## src/rtl/cfgwin_pkg.sv

```systemverilog
`timescale 1ns/1ps
// Package: shared encodings for the configuration window decoder.
// Assumes the enable bit and the two-bit length code sit at the bottom of the register.
package cfgwin_pkg;

    // Bit position of the window enable
    localparam int EN_BIT  = 0;
    // Lowest bit of the two-bit length code
    localparam int LEN_LSB = 1;

    typedef enum logic [1:0] {
        LEN_256M = 2'b00,
        LEN_128M = 2'b01,
        LEN_64M  = 2'b10,
        LEN_RSVD = 2'b11
    } len_code_e;

    // True when the length code is the reserved value
    function automatic logic code_is_reserved(input logic [1:0] code);
        return code == LEN_RSVD;
    endfunction

endpackage

```

## src/rtl/cfgwin_regfile.sv

```systemverilog
`timescale 1ns/1ps
// Module: byte-lane register store for the window register.
// Keeps REG_W bits split into DW-bit words. Each write changes the enabled lanes of one word.
// Also presents the value the register takes at the next edge.
// Assumes REG_W is a multiple of DW and DW is a multiple of 8.
module cfgwin_regfile #(
    parameter int               REG_W     = 64,
    parameter int               DW        = 32,
    parameter logic [REG_W-1:0] RESET_VAL = '0,
    parameter int               WSEL_W    = 1
) (
    input  logic              clk,
    input  logic              rst_n,
    input  logic              wr_en,
    input  logic [WSEL_W-1:0] wr_word,
    input  logic [DW/8-1:0]   wr_be,
    input  logic [DW-1:0]     wr_data,
    input  logic [WSEL_W-1:0] rd_word,
    output logic [DW-1:0]     rd_data,
    output logic [REG_W-1:0]  reg_d,
    output logic              wr_hit
);
    localparam int NWORDS = REG_W / DW;
    localparam int BPW    = DW / 8;
    localparam int NBYTES = REG_W / 8;

    logic [REG_W-1:0] reg_q;

    // A write counts only when it names an existing word and enables at least one lane
    assign wr_hit = wr_en && (|wr_be) && (32'(wr_word) < NWORDS);

    // Next value, built one byte at a time
    for (genvar b = 0; b < NBYTES; b++) begin : g_byte
        localparam int WIDX = b / BPW;
        localparam int LANE = b % BPW;
        assign reg_d[b*8 +: 8] =
            (wr_hit && (32'(wr_word) == WIDX) && wr_be[LANE])
                ? wr_data[LANE*8 +: 8] : reg_q[b*8 +: 8];
    end

    // Storage: load the reset value, otherwise take the next value
    always_ff @(posedge clk) begin
        if (!rst_n) reg_q <= RESET_VAL;
        else        reg_q <= reg_d;
    end

    // Read port: raw word selected by rd_word
    always_comb begin
        rd_data = '0;
        for (int w = 0; w < NWORDS; w++) begin
            if (32'(rd_word) == w) rd_data = reg_q[w*DW +: DW];
        end
    end
endmodule

```

## src/rtl/cfgwin_decode.sv

```systemverilog
`timescale 1ns/1ps
// Module: turns a stored register image into enable, base and length.
// The two length bits widen the base mask toward MIN_SHIFT.
// Assumes the image never holds the reserved code; the top filters that case out.
module cfgwin_decode
    import cfgwin_pkg::*;
#(
    parameter int ADDR_W    = 36,
    parameter int MIN_SHIFT = 26
) (
    input  logic [ADDR_W-1:0] cfg,
    output logic              en,
    output logic [ADDR_W-1:0] base,
    output logic [ADDR_W-1:0] len
);
    localparam logic [ADDR_W-1:0] LEN_BIG = ADDR_W'(1) << (MIN_SHIFT + 2);
    localparam logic [ADDR_W-1:0] LEN_MID = ADDR_W'(1) << (MIN_SHIFT + 1);
    localparam logic [ADDR_W-1:0] LEN_SML = ADDR_W'(1) << MIN_SHIFT;

    len_code_e         code;
    logic [ADDR_W-1:0] mask;

    assign code = len_code_e'(cfg[LEN_LSB +: 2]);
    assign en   = cfg[EN_BIT];

    // Length and mask: smaller windows reveal lower base bits
    always_comb begin
        mask = '0;
        mask[ADDR_W-1:MIN_SHIFT+2] = '1;
        len  = LEN_BIG;
        case (code)
            LEN_128M: begin
                mask[MIN_SHIFT+1] = 1'b1;
                len = LEN_MID;
            end
            LEN_64M: begin
                mask[MIN_SHIFT+1] = 1'b1;
                mask[MIN_SHIFT]   = 1'b1;
                len = LEN_SML;
            end
            default: len = LEN_BIG;
        endcase
    end

    // Base: register bits kept by the mask
    assign base = cfg & mask;
endmodule

```

## src/rtl/cfgwin_hole.sv

```systemverilog
`timescale 1ns/1ps
// Module: bounds of the 32-bit PCI memory hole.
// The hole starts right after an enabled window, or at the default base when the window is off.
// It always ends one byte below the I/O APIC address.
module cfgwin_hole #(
    parameter int                ADDR_W    = 36,
    parameter logic [ADDR_W-1:0] DEF_BASE  = 36'hB000_0000,
    parameter logic [31:0]       APIC_BASE = 32'hFEC0_0000
) (
    input  logic              en,
    input  logic [ADDR_W-1:0] base,
    input  logic [ADDR_W-1:0] len,
    output logic [ADDR_W-1:0] start,
    output logic [31:0]       last
);
    localparam logic [31:0] HOLE_LAST = APIC_BASE - 32'd1;

    // Start of the hole follows the window end only while the window is on
    always_comb begin
        if (en) start = base + len;
        else    start = DEF_BASE;
    end

    assign last = HOLE_LAST;
endmodule

```

## src/rtl/cfgwin_decoder.sv

```systemverilog
`timescale 1ns/1ps
// Module: top of the configuration window decoder.
// Keeps the raw register, plus a shadow holding the last image with a valid length code.
// The outputs are decoded from that shadow, so a reserved code leaves them unchanged and sets a sticky flag.
// Assumes a synchronous active-low reset. Outputs follow registered state with no further delay.
module cfgwin_decoder
    import cfgwin_pkg::*;
#(
    parameter int               REG_W     = 64,
    parameter int               DW        = 32,
    parameter int               ADDR_W    = 36,
    parameter int               MIN_SHIFT = 26,
    parameter logic [REG_W-1:0] DEF_BASE  = 64'h0000_0000_B000_0000,
    parameter logic [31:0]      APIC_BASE = 32'hFEC0_0000
) (
    input  logic              clk,
    input  logic              rst_n,
    input  logic              wr_en,
    input  logic [0:0]        wr_word,
    input  logic [DW/8-1:0]   wr_be,
    input  logic [DW-1:0]     wr_data,
    input  logic [0:0]        rd_word,
    output logic [DW-1:0]     rd_data,
    output logic              win_en,
    output logic [ADDR_W-1:0] win_base,
    output logic [ADDR_W-1:0] win_len,
    output logic [ADDR_W-1:0] hole_start,
    output logic [31:0]       hole_end,
    output logic              len_err
);
    localparam int BPW = DW / 8;

    logic [REG_W-1:0]  reg_d;
    logic              wr_hit;
    logic              rsvd_d;
    logic [ADDR_W-1:0] shadow_q;
    logic              err_q;

    cfgwin_regfile #(
        .REG_W(REG_W), .DW(DW), .RESET_VAL(DEF_BASE), .WSEL_W(1)
    ) u_regs (
        .clk(clk), .rst_n(rst_n), .wr_en(wr_en), .wr_word(wr_word),
        .wr_be(wr_be), .wr_data(wr_data), .rd_word(rd_word),
        .rd_data(rd_data), .reg_d(reg_d), .wr_hit(wr_hit)
    );

    // Reserved-code test on the value the register is about to take
    assign rsvd_d = code_is_reserved(reg_d[LEN_LSB +: 2]);

    // Shadow and error flag: refresh on any touching write, refuse reserved images
    always_ff @(posedge clk) begin
        if (!rst_n) begin
            shadow_q <= DEF_BASE[ADDR_W-1:0];
            err_q    <= 1'b0;
        end else if (wr_hit) begin
            if (rsvd_d) err_q    <= 1'b1;
            else        shadow_q <= reg_d[ADDR_W-1:0];
        end
    end

    // Register bits above the address range play no part in decoding
    logic unused_hi;
    assign unused_hi = ^reg_d[REG_W-1:ADDR_W];

    cfgwin_decode #(
        .ADDR_W(ADDR_W), .MIN_SHIFT(MIN_SHIFT)
    ) u_dec (
        .cfg(shadow_q), .en(win_en), .base(win_base), .len(win_len)
    );

    cfgwin_hole #(
        .ADDR_W(ADDR_W), .DEF_BASE(DEF_BASE[ADDR_W-1:0]), .APIC_BASE(APIC_BASE)
    ) u_hole (
        .en(win_en), .base(win_base), .len(win_len),
        .start(hole_start), .last(hole_end)
    );

    assign len_err = err_q;
endmodule

```

## config.mk

```make
export PLATFORM = sky130hd
export DESIGN_NAME = cfgwin_decoder
export DESIGN_NICKNAME = d
export VERILOG_FILES = /design/src/rtl/cfgwin_pkg.sv /design/src/rtl/cfgwin_regfile.sv /design/src/rtl/cfgwin_decode.sv /design/src/rtl/cfgwin_hole.sv /design/src/rtl/cfgwin_decoder.sv
export SDC_FILE = /design/constraint.sdc
export NUM_CORES = 1
export LEC_CHECK = 0
export ABC_CLOCK_PERIOD_IN_PS = 2330
export CAP_MARGIN = 10
export CORE_MARGIN = 3
export CORE_UTILIZATION = 39
export CTS_BUF_LIST = sky130_fd_sc_hd__clkbuf_2
export CTS_CLUSTER_SIZE = 12
export DETAILED_ROUTE_END_ITERATION = 10
export GPL_TIMING_DRIVEN = 0
export PLACE_DENSITY = 0.81
export SLEW_MARGIN = 20
export SYNTH_ARGS = -nofsm -noshare
export SYNTH_HDL_FRONTEND = slang
export SYNTH_SLANG_ARGS = --single-unit
export TNS_END_PERCENT = 100
```

## constraint.sdc

```tcl
create_clock -name clk -period 2.33 [get_ports clk]
set_input_delay 0.466 -clock clk [delete_from_list [all_inputs] [get_ports clk]]
set_output_delay 0.466 -clock clk [all_outputs]
set_load 0.02 [all_outputs]
```

==> reports/results.tsv, run 1 <==
metric	value	unit
status	finished, violations left	
violations	negative setup slack	
hold_class	primary input to flop	
reg2reg_depth	4	
routed_wl	11800	µm
synth-simple-area-share	14.1	%
fin_crit	3030	ps
vdd_drop_max	0.000223	V
grt_pass1_vias	3786	
antenna_found_initial	0	
slowest_delay	420	ps
antennaDiodeCount	0	
drt-initial-drc-count	129	
start_util	41.0	%
use_met2	31.0	%
top_usage_layer	met2	
switching_share	31.2	%
synth_warnings	0	
synth_edf_count	0	
dieArea	0.0130	mm²
fp.dieH	114	µm
drv_cap	0	
grt_max_degree	14	
cts_buffers	9	
routabilityCongestion	0.840	
hold_buffers	0	
drc	0	
synth.distinct_cells	40	
synth_area	0.00456	mm²
reg2reg_slack	960	ps
path_depth	8	
instances_no_fill	873	
dp.final_hpwl	9150	µm
ys_ff_latch	78	
ys.flop_type	dfxtp_1	
path_clk_slew	230	ps
syn_area_per_cell	9.03	µm²
vias	3863	
synthCells	505	
postSynth.asyncResetShare	0	%
slowest_stage	fa_2	
required	1860	ps
drtPass1Iterations	4	
synth.area.top_cells	dfxtp_1 (34%), buf_4 (21%), mux2_2 (7.9%), mux2i_1 (7.7%), nand3_1 (4.0%)	
setup_viol	9	
intPower	2110	µW
grt_util_met3	4.39	%
synth_largest_area_cell	dfxtp_1	
synth_compound_area_share	6.69	%
power.share.clock	26.9	%
num-nets-final	776	
pwr-share-comb	27.0	%
wl_per_cell	13.5	µm
power_density	480	mW/mm²
synth_top_area_share	34.2	%
crit_family	adder cells	
sequentialPowerShare	46.2	%
htree_levels	3	
grt_pass1_wl	18600	µm
worstSetupEndpointType	output port	
ys_seq_area_share	34.2	%
row_count	38	
min_path_cells	3	
fin_ws	-703	ps
path_buf_inv	1	
core	0.0111	mm²
cts.sinks	78	
final_antenna_net_count	0	
die_x	114	µm
synth_commonest_cells	buf_4 (125), dfxtp_1 (78), nand2_1 (37), nand3_1 (36), nor2_1 (36)	
power.leakage	0.00313	µW
clkLatencyLatePin	510	ps
grt_setup_unrepaired	yes	
filler_cell_count	958	
synth_mux_area_share	18.4	%
fmaxAchievable	330	MHz
area_growth	39.8	%
synth_adder_area_share	2.09	%
overflow	0	
slew_violations	0	
cts_root_buf	clkbuf_2	
numPortBuffers	92	
met1_usage	21.0	%
synth.most_common_cell	buf_4	
groute.usage.overall	17.5	%
tns	-5280	ps
layout-drive-gt1-share	31.2	%
cp_max_fo	4	
hold_viol	0	
viasPerCell	4.42	
tightest_slew	572	ps
p_switching	955	µW
cp-start-kind	flop	
synth_top_family_by_area	buffers and inverters	
fin_crit_sh	130	%
skew	23.1	ps
dp_cells	852	
maxSlewHeadroom	61.9	%
synth_xor_area_share	0.768	%
path_cells	ha_4 -> nand2b_4 -> fa_2 -> nor2b_4 -> o2111ai_2 -> xnor2_1 -> and2_2 -> buf_4	
cp_data_arrival_time	2570	ps
clk_path_buf_depth	2	
cts_tree	yes	
worstSetupPathType	flop to output port	
io_pins	215	
-- power by group through the flow --
stage	clock network [µW]	logic, µW	registers, µW
detailed placement	0	798	1440
CTS	833	814	1410
global placement	0	788	1440
finish	823	825	1410
floorplan	0	600	1430
global route	892	888	1420
-- path summary, 6_finish.rpt --
| check | startpoint | endpoint |
|---|---|---|
| worst max-delay path | shadow_q[2]$_SDFFE_PN0P_ | hole_start[34] |
| worst min-delay path | wr_be[0] | flop |
| worst max register to register | u_regs.reg_q[2]$_SDFF_PN0_ | shadow_q[31]$_SDFFE_PN1P_ |
| worst min register to register | flop | flop |
-- placed cells by master, fill, tap and decap left out, drive strengths merged, types with 2 or more instances in the layout --
master / netlist / final
nor2: 37 / 37
inv: 6 / 7
o21ai: 5 / 5
xnor2: 3 / 3
and2: 9 / 9
bufinv: 0 / 2
clkdlybuf4s50: 0 / 77
o41ai: 4 / 4
clkinv: 1 / 4
o211ai: 4 / 4
buf: 135 / 149
nand2: 37 / 37
nand3b: 2 / 2
mux2i: 36 / 36
nand3: 37 / 37
nor2b: 4 / 4
clkbuf: 12 / 23
dlymetal6s2s: 0 / 2
mux2: 39 / 39
a21boi: 2 / 2
dlygate4sd2: 0 / 2
a21oi: 30 / 30
a211oi: 2 / 2
ha: 6 / 6
or3: 2 / 2
nand2b: 4 / 4
dfxtp: 78 / 78
conb: 2 / 117
-- layout make-up --
type / count / area, µm² / share of cell area [%]
Buffer: 147 / 1050 / 16.5
Clock buffer: 9 / 45.0 / 0.706
Clock inverter: 7 / 87.6 / 1.37
Inverter: 7 / 36.3 / 0.569
Multi-Input combinational cell: 388 / 2470 / 38.7
Sequential cell: 78 / 1570 / 24.6
Tap cell: 140 / 175 / 2.75
Timing Repair Buffer: 97 / 945 / 14.8
-- cells by family after synthesis --
logic type,count (synthesis)
DFF,78
and+or+nand+nor,134
buffers and inverters,154
muxes,75
AOI/OAI and AO/OA,51
other,2
xor gates and xnor gates,4
adders and majority gates,7
-- metal layers --
metal	vias to the layer above	routed length, µm
li1	1907	-
met4	0	213
met2	167	6010
met5	-	0
met1	1771	4660
met3	18	934
-- through the flow --
step | power, µW | utilization, % | hold WS [ps] | worst slack [ps] | instance area, µm²
floorplan | 2030 | - | 434 | -94.5 | 5080
global placement | 2220 | 55.5 | 439 | -614 | 6170
detailed placement | 2240 | 55.5 | 447 | -659 | 6170
CTS | 3060 | 57.1 | 224 | -733 | 6360
global route | 3200 | 57.3 | 206 | -863 | 6380
finish | 3060 | 57.3 | 246 | -703 | 6380
-- worst reg2reg max path, delay by kind of cell (launching register included) --
| family | cells | cell delay [ps] |
|---|---|---|
| simple gates | 2 | 200 |
| flops | 1 | 410 |
| mux | 2 | 680 |
-- timing repair --
action	in CTS	in global routing
resized for setup	70	10
buffers inserted	5	0
endpoints found under the setup margin	44	23
pin swaps	3	2
cloned	0	0
(Power assumes the default switching activity.)
==> run 2: changes to the inputs <==
- ABC_CLOCK_PERIOD_IN_PS: 2330 -> 2900
- CORE_UTILIZATION: 39 -> 30
- HOLD_SLACK_MARGIN: unset -> 0.05
- PLACE_DENSITY: 0.81 -> 0.63
- clock period: 2.33 -> 2.9 ns (I/O delays scaled with it)
==> run 2 against run 1 <==
  * Non-clock buffer count increased by 4
  * The flow still finishes with violations (negative setup slack)
  * Global-route usage decreased by 4.7 points
  * Wire length shrank 3.6%
  * Clock skew grew 1.2 ps
  * Total power decreased by 17%
  * Via count is 4.8% lower
==> reports/results.tsv, run 2 (synthesis results as in run 1) <==
metric	value	unit	change
num-nets-final	780		was 776
dp_cells	896		was 852
sequentialPowerShare	44.7	%	was 46.2%
dieArea	0.0167	mm²	was 0.0130 mm²
power.leakage	0.00313	µW	about the same
intPower	1790	µW	was 2110 µW
cts_buffers	9		unchanged
instances_no_fill	921		was 873
cts_root_buf	clkbuf_2		unchanged
routabilityCongestion	0.724		was 0.840
dp_slack	-547	ps	was -659 ps
path_buf_inv	3		was 1
cts_tree	yes		unchanged
die_x	129	µm	was 114 µm
mostFrequentLayoutCells	buf_4 (135), conb_1 (117), clkdlybuf4s50_1 (83), dfxtp_1 (76), nand2_1 (37)		was buf_4 (135), conb_1 (117), clkdlybuf4s50_1 (77), dfxtp_1 (76), nand2_1 (37)
cp_max_fo	6		was 4
switching_share	29.4	%	was 31.2%
grt_max_degree	13		was 14
clk_path_buf_depth	2		unchanged
slowest_delay	430	ps	was 420 ps
fin_crit	3130	ps	
cp-start-kind	flop		unchanged
slew_violations	0		unchanged
filler_cell_count	1505		was 958
dp.final_hpwl	8750	µm	was 9150 µm
required	2320	ps	was 1860 ps
drt-initial-drc-count	97		was 129
grt_pass1_wl	17100	µm	was 18600 µm
setup_viol	7		was 9
fin_crit_sh	108	%	
reg2reg_slack	1540	ps	was 960 ps
tightest_slew	560	ps	was 572 ps
worstSetupEndpointType	output port		unchanged
wl_per_cell	12.4	µm	was 13.5 µm
power_density	391	mW/mm²	was 480 mW/mm²
placed_cell_area	0.00617	mm²	about the same
r2r_end	shadow_q[27]$_SDFFE_PN0P_		was shadow_q[31]$_SDFFE_PN1P_
grt_pass1_vias	3352		was 3786
drv_cap	0		unchanged
groute.usage.overall	12.9	%	was 17.5%
vias	3677		was 3863
crit_family	simple AND/OR/NAND/NOR gates		was adder cells
drtPass1Iterations	4		unchanged
crit_start	shadow_q[1]$_SDFFE_PN0P_		was shadow_q[2]$_SDFFE_PN0P_
maxSlewHeadroom	62.6	%	was 61.9%
hold_class	primary input to flop		unchanged
viasPerCell	3.99		was 4.42
grt_setup_unrepaired	yes		unchanged
final_antenna_net_count	0		unchanged
cts.sinks	78		unchanged
power.share.clock	29.1	%	was 26.9%
reg2reg_depth	4		unchanged
fp.dieH	129	µm	was 114 µm
design_area	0.00649	mm²	was 0.00638 mm²
skew	24.3	ps	was 23.1 ps
drc	0		unchanged
hold_viol	0		unchanged
numPortBuffers	92		unchanged
path_depth	10		was 8
fmaxAchievable	319	MHz	
overflow	0		unchanged
row_count	44		was 38
tns	-1150	ps	was -5280 ps
rr_startpoint	u_regs.reg_q[2]$_SDFF_PN0_		unchanged
routed_wl	11400	µm	was 11800 µm
crit_end	hole_start[35]		was hole_start[34]
layout-drive-gt1-share	31.6	%	was 31.2%
area_growth	42.4	%	was 39.8%
start_util	31.0	%	was 41.0%
pwr-share-comb	26.2	%	was 27.0%
cp_data_arrival_time	2550	ps	was 2570 ps
core	0.0147	mm²	was 0.0111 mm²
vdd_drop_max	0.000186	V	was 0.000223 V
io_pins	215		unchanged
p_total	2540	µW	was 3060 µW
p_switching	747	µW	was 955 µW
antenna_found_initial	0		unchanged
hold_buffers	0		unchanged
path_cells	inv_2 -> ha_4 -> nand2b_4 -> inv_4 -> ha_4 -> a21o_1 -> a21oi_4 -> or4_4 -> a21boi_4 -> buf_6		was ha_4 -> nand2b_4 -> fa_2 -> nor2b_4 -> o2111ai_2 -> xnor2_1 -> and2_2 -> buf_4
status	finished, violations left		unchanged
htree_levels	3		unchanged
antennaDiodeCount	0		unchanged
final_common_cell	buf_4		unchanged
clkLatencyLatePin	510	ps	about the same
path_clk_slew	200	ps	was 230 ps
violations	negative setup slack		unchanged
slowest_stage	or4_4		was fa_2
worstSetupPathType	flop to output port		unchanged
fin_ws	-231	ps	was -703 ps
cp_common_cell	ha_4		
run 2: cell types whose count changed in the layout (fill, tap and decap cells not counted), moves of 2 or more:
cell             change
dlymetal6s2s_1       -2
or3_1                -2
and2_2               -2
buf_2                +3
inv_6                -2
dlygate4sd2_1        -2
clkdlybuf4s50_1      +6
and2_1               +3
or3_4                +2
run 2: power by group through the flow:
| stage | clock network [µW] | logic (µW) | registers [µW] |
|---|---|---|---|
| global route | 814 | 717 | 1140 |
| detailed placement | 0 | 636 | 1160 |
| CTS | 763 | 656 | 1140 |
| finish | 738 | 666 | 1130 |
| global placement | 0 | 635 | 1150 |
| floorplan | 0 | 474 | 1150 |
run 2: worst min path at each step:
stage	startpoint	end	slack (ps)	cells after the start
2_1_floorplan	flop	flop	430	2
5_1_grt	wr_be[0]	flop	310	3
3_5_place_dp	flop	flop	450	2
6_report	wr_be[0]	flop	350	3
3_3_place_gp	flop	flop	440	2
4_1_cts	wr_be[0]	flop	320	3
run 2: what timing repair did:
item	4_1_cts	5_1_grt
setup endpoints to repair	40	9
pin swaps	10	5
buffers inserted	6	3
resized for setup	70	9
run 2: area by class of cell:
type                    instances  area, µm²  share of cell area [%]
plain buffers                 147       1050                    16.1
clock buffers                  11       55.1                   0.848
clock inverters                 5       97.6                    1.50
inverters                       7       33.8                   0.520
multi-input cells             388       2480                    38.2
flip-flops and latches         78       1570                    24.1
well taps                     184        230                    3.54
repair buffers                101        983                    15.1
run 2: worst reg2reg max path, stage by stage (launching register included):
cell     delay (ps)
dfxtp_1         390
nand2_1          90
mux2i_4         380
nor2_8          100
mux2_4          310
run 2: metal layers:
metal / vias up / share of wire [%] / global-route usage, %
met3: 12 / 7.7 / 3.09
met5: - / 0 / 0
met1: 1607 / 44 / 16.9
li1: 1912 / - / -
met4: 0 / 1.0 / 3.46
met2: 146 / 47 / 21.3
run 2: stage by stage:
| stage | hold slack (ps) | utilization, % |
|---|---|---|
| 2_1_floorplan | 434 | - |
| 3_3_place_gp | 440 | 42.0 |
| 3_5_place_dp | 447 | 42.0 |
| 4_1_cts | 320 | 43.9 |
| 5_1_grt | 309 | 44.2 |
| 6_report | 355 | 44.2 |
==> run 3: changes to the inputs <==
- PLACE_DENSITY: 0.63 -> unset
- PLACE_DENSITY_LB_ADDON: unset -> 0.12
==> run 3 against run 2 <==
  * Flip-flop and latch count is the same
  * Fmax shrank 0.12%
  * Non-clock buffer count shrank 1
  * Die area is the same
  * The run still ends with negative setup slack left
==> reports/results.tsv, run 3 (synthesis results as in run 1) <==
metric	value	unit	change
start_util	31.0	%	unchanged
drv_cap	0		unchanged
vdd_drop_max	0.000156	V	was 0.000186 V
grt_setup_unrepaired	yes		unchanged
cts_tree	yes		unchanged
grt_max_degree	13		unchanged
routabilityCongestion	0.737		was 0.724
grt_pass1_vias	3635		was 3352
required	2320	ps	about the same
cp_data_arrival_time	2550	ps	about the same
clkLatencyLatePin	510	ps	about the same
overflow	0		unchanged
status	finished, violations left		unchanged
grt_pass1_wl	18400	µm	was 17100 µm
area_growth	40.7	%	was 42.4%
antenna_found_initial	0		unchanged
clk_path_buf_depth	2		unchanged
vias	3792		was 3677
use_met2	23.8	%	was 21.3%
fmaxAchievable	319	MHz	about the same
final_antenna_net_count	0		unchanged
top_usage_layer	met2		unchanged
filler_cell_count	1496		was 1505
path_clk_slew	200	ps	about the same
num-nets-final	779		was 780
wl_per_cell	13.1	µm	was 12.4 µm
fin_ws	-235	ps	was -231 ps
viasPerCell	4.13		was 3.99
final.hold.worst_slack	352	ps	was 355 ps
power_density	368	mW/mm²	was 391 mW/mm²
slew_violations	0		unchanged
cts_buffers	9		unchanged
met1_usage	17.3	%	was 16.9%
mostFrequentLayoutCells	buf_4 (130), conb_1 (117), clkdlybuf4s50_1 (83), dfxtp_1 (76), nand2_1 (37)		was buf_4 (135), conb_1 (117), clkdlybuf4s50_1 (83), dfxtp_1 (76), nand2_1 (37)
drc	0		unchanged
dieArea	0.0167	mm²	unchanged
cp_max_fo	4		was 6
final_common_cell	buf_4		unchanged
fin_crit	3130	ps	about the same
layout-drive-gt1-share	30.6	%	was 31.6%
fin_util	43.7	%	was 44.2%
dp.final_hpwl	9210	µm	was 8750 µm
cp-start-kind	flop		unchanged
reg2reg_slack	1540	ps	about the same
crit_start	shadow_q[1]$_SDFFE_PN0P_		unchanged
r2r_end	shadow_q[31]$_SDFFE_PN1P_		was shadow_q[27]$_SDFFE_PN0P_
drt-initial-drc-count	102		was 97
row_count	44		unchanged
reg2reg_depth	4		unchanged
seqCellArea	0.00156	mm²	was 0.00157 mm²
worstSetupPathType	flop to output port		unchanged
numPortBuffers	92		unchanged
die_x	129	µm	unchanged
antennaDiodeCount	0		unchanged
groute.usage.overall	13.8	%	was 12.9%
cts_root_buf	clkbuf_2		unchanged
crit_end	hole_start[34]		was hole_start[35]
multi_input_area	0.00245	mm²	was 0.00248 mm²
hold_viol	0		unchanged
setup_viol	7		unchanged
io_pins	215		unchanged
htree_levels	3		unchanged
rr_startpoint	u_regs.reg_q[2]$_SDFF_PN0_		unchanged
hold_class	primary input to flop		unchanged
cts.sinks	78		unchanged
maxSlewHeadroom	60.9	%	was 62.6%
violations	negative setup slack		unchanged
core	0.0147	mm²	unchanged
skew	27.5	ps	was 24.3 ps
fp.dieH	129	µm	unchanged
tightest_slew	586	ps	was 560 ps
fin_crit_sh	108	%	about the same
routed_wl	12100	µm	was 11400 µm
drtPass1Iterations	6		was 4
power.leakage	0.00309	µW	was 0.00313 µW
grt_util_met3	3.63	%	was 3.09%
worstSetupEndpointType	output port		unchanged
## run 3: cell count changes in the layout (fill, tap and decap cells not counted), sizes merged
cell,change
bufinv,-2
clkbuf,-2
clkinv,+2
buf,-1
clkinvlp,+1
## run 3: worst min path at each step
| stage | from | endpoint | slack (ps) | cells past startpoint |
|---|---|---|---|---|
| final | wr_be[0] | flop | 350 | 3 |
| after global routing | wr_be[0] | flop | 310 | 3 |
| after CTS | wr_be[0] | flop | 310 | 3 |
| after detailed placement | flop | flop | 450 | 2 |
| after global placement | flop | flop | 440 | 2 |
| after floorplan | flop | flop | 430 | 2 |
## run 3: final cells by class
type,instances,share of cell area (%)
Buffer,147,16.3
Multi-Input combinational cell,388,38.2
Tap cell,184,3.59
Sequential cell,78,24.4
Timing Repair Buffer,100,15.4
Inverter,7,0.526
Clock buffer,9,0.702
Clock inverter,6,0.838
## run 3: layer usage
| metal | share of wire [%] | routed length, µm |
|---|---|---|
| met5 | 0 | 0 |
| met4 | 0.52 | 63 |
| met3 | 7.3 | 887 |
| met2 | 49 | 5950 |
| met1 | 43 | 5170 |
## run 3: per-stage QoR
stage / cells / TNS (ps) / area [µm²] / worst slack (ps) / power [µW]
5_1_grt: 919 / -2740 / 6420 / -427 / 2480
3_3_place_gp: 896 / -5050 / 6170 / -487 / 1790
2_1_floorplan: 620 / 0 / 5020 / 32.1 / 1620
4_1_cts: 917 / -1370 / 6380 / -263 / 2370
6_report: 919 / -1340 / 6420 / -235 / 2360
3_5_place_dp: 896 / -5710 / 6170 / -521 / 1790
## run 3: critical path: stages (launching register included)
cell and delay [ps]:
dfxtp_2 380, inv_2 50, ha_4 210, nand2b_4 150, buf_6 120, fa_2 410
nor2b_4 170, o2111ai_2 120, xnor2_1 170, and2_1 170, buf_6 120
## run 3: where the power goes
part	total, µW	internal (µW)	switching (µW)
Sequential	1140	1110	24.2
Clock	557	185	373
Combinational	668	306	362
Total	2360	1600	759
## run 3: repair_timing
action | 4_1_cts | 5_1_grt
setup buffers | 6 | 2
resized for setup | 65 | 12
hold buffers | 0 | 0
endpoints found under the setup margin | 40 | 9
pin swaps | 10 | 5
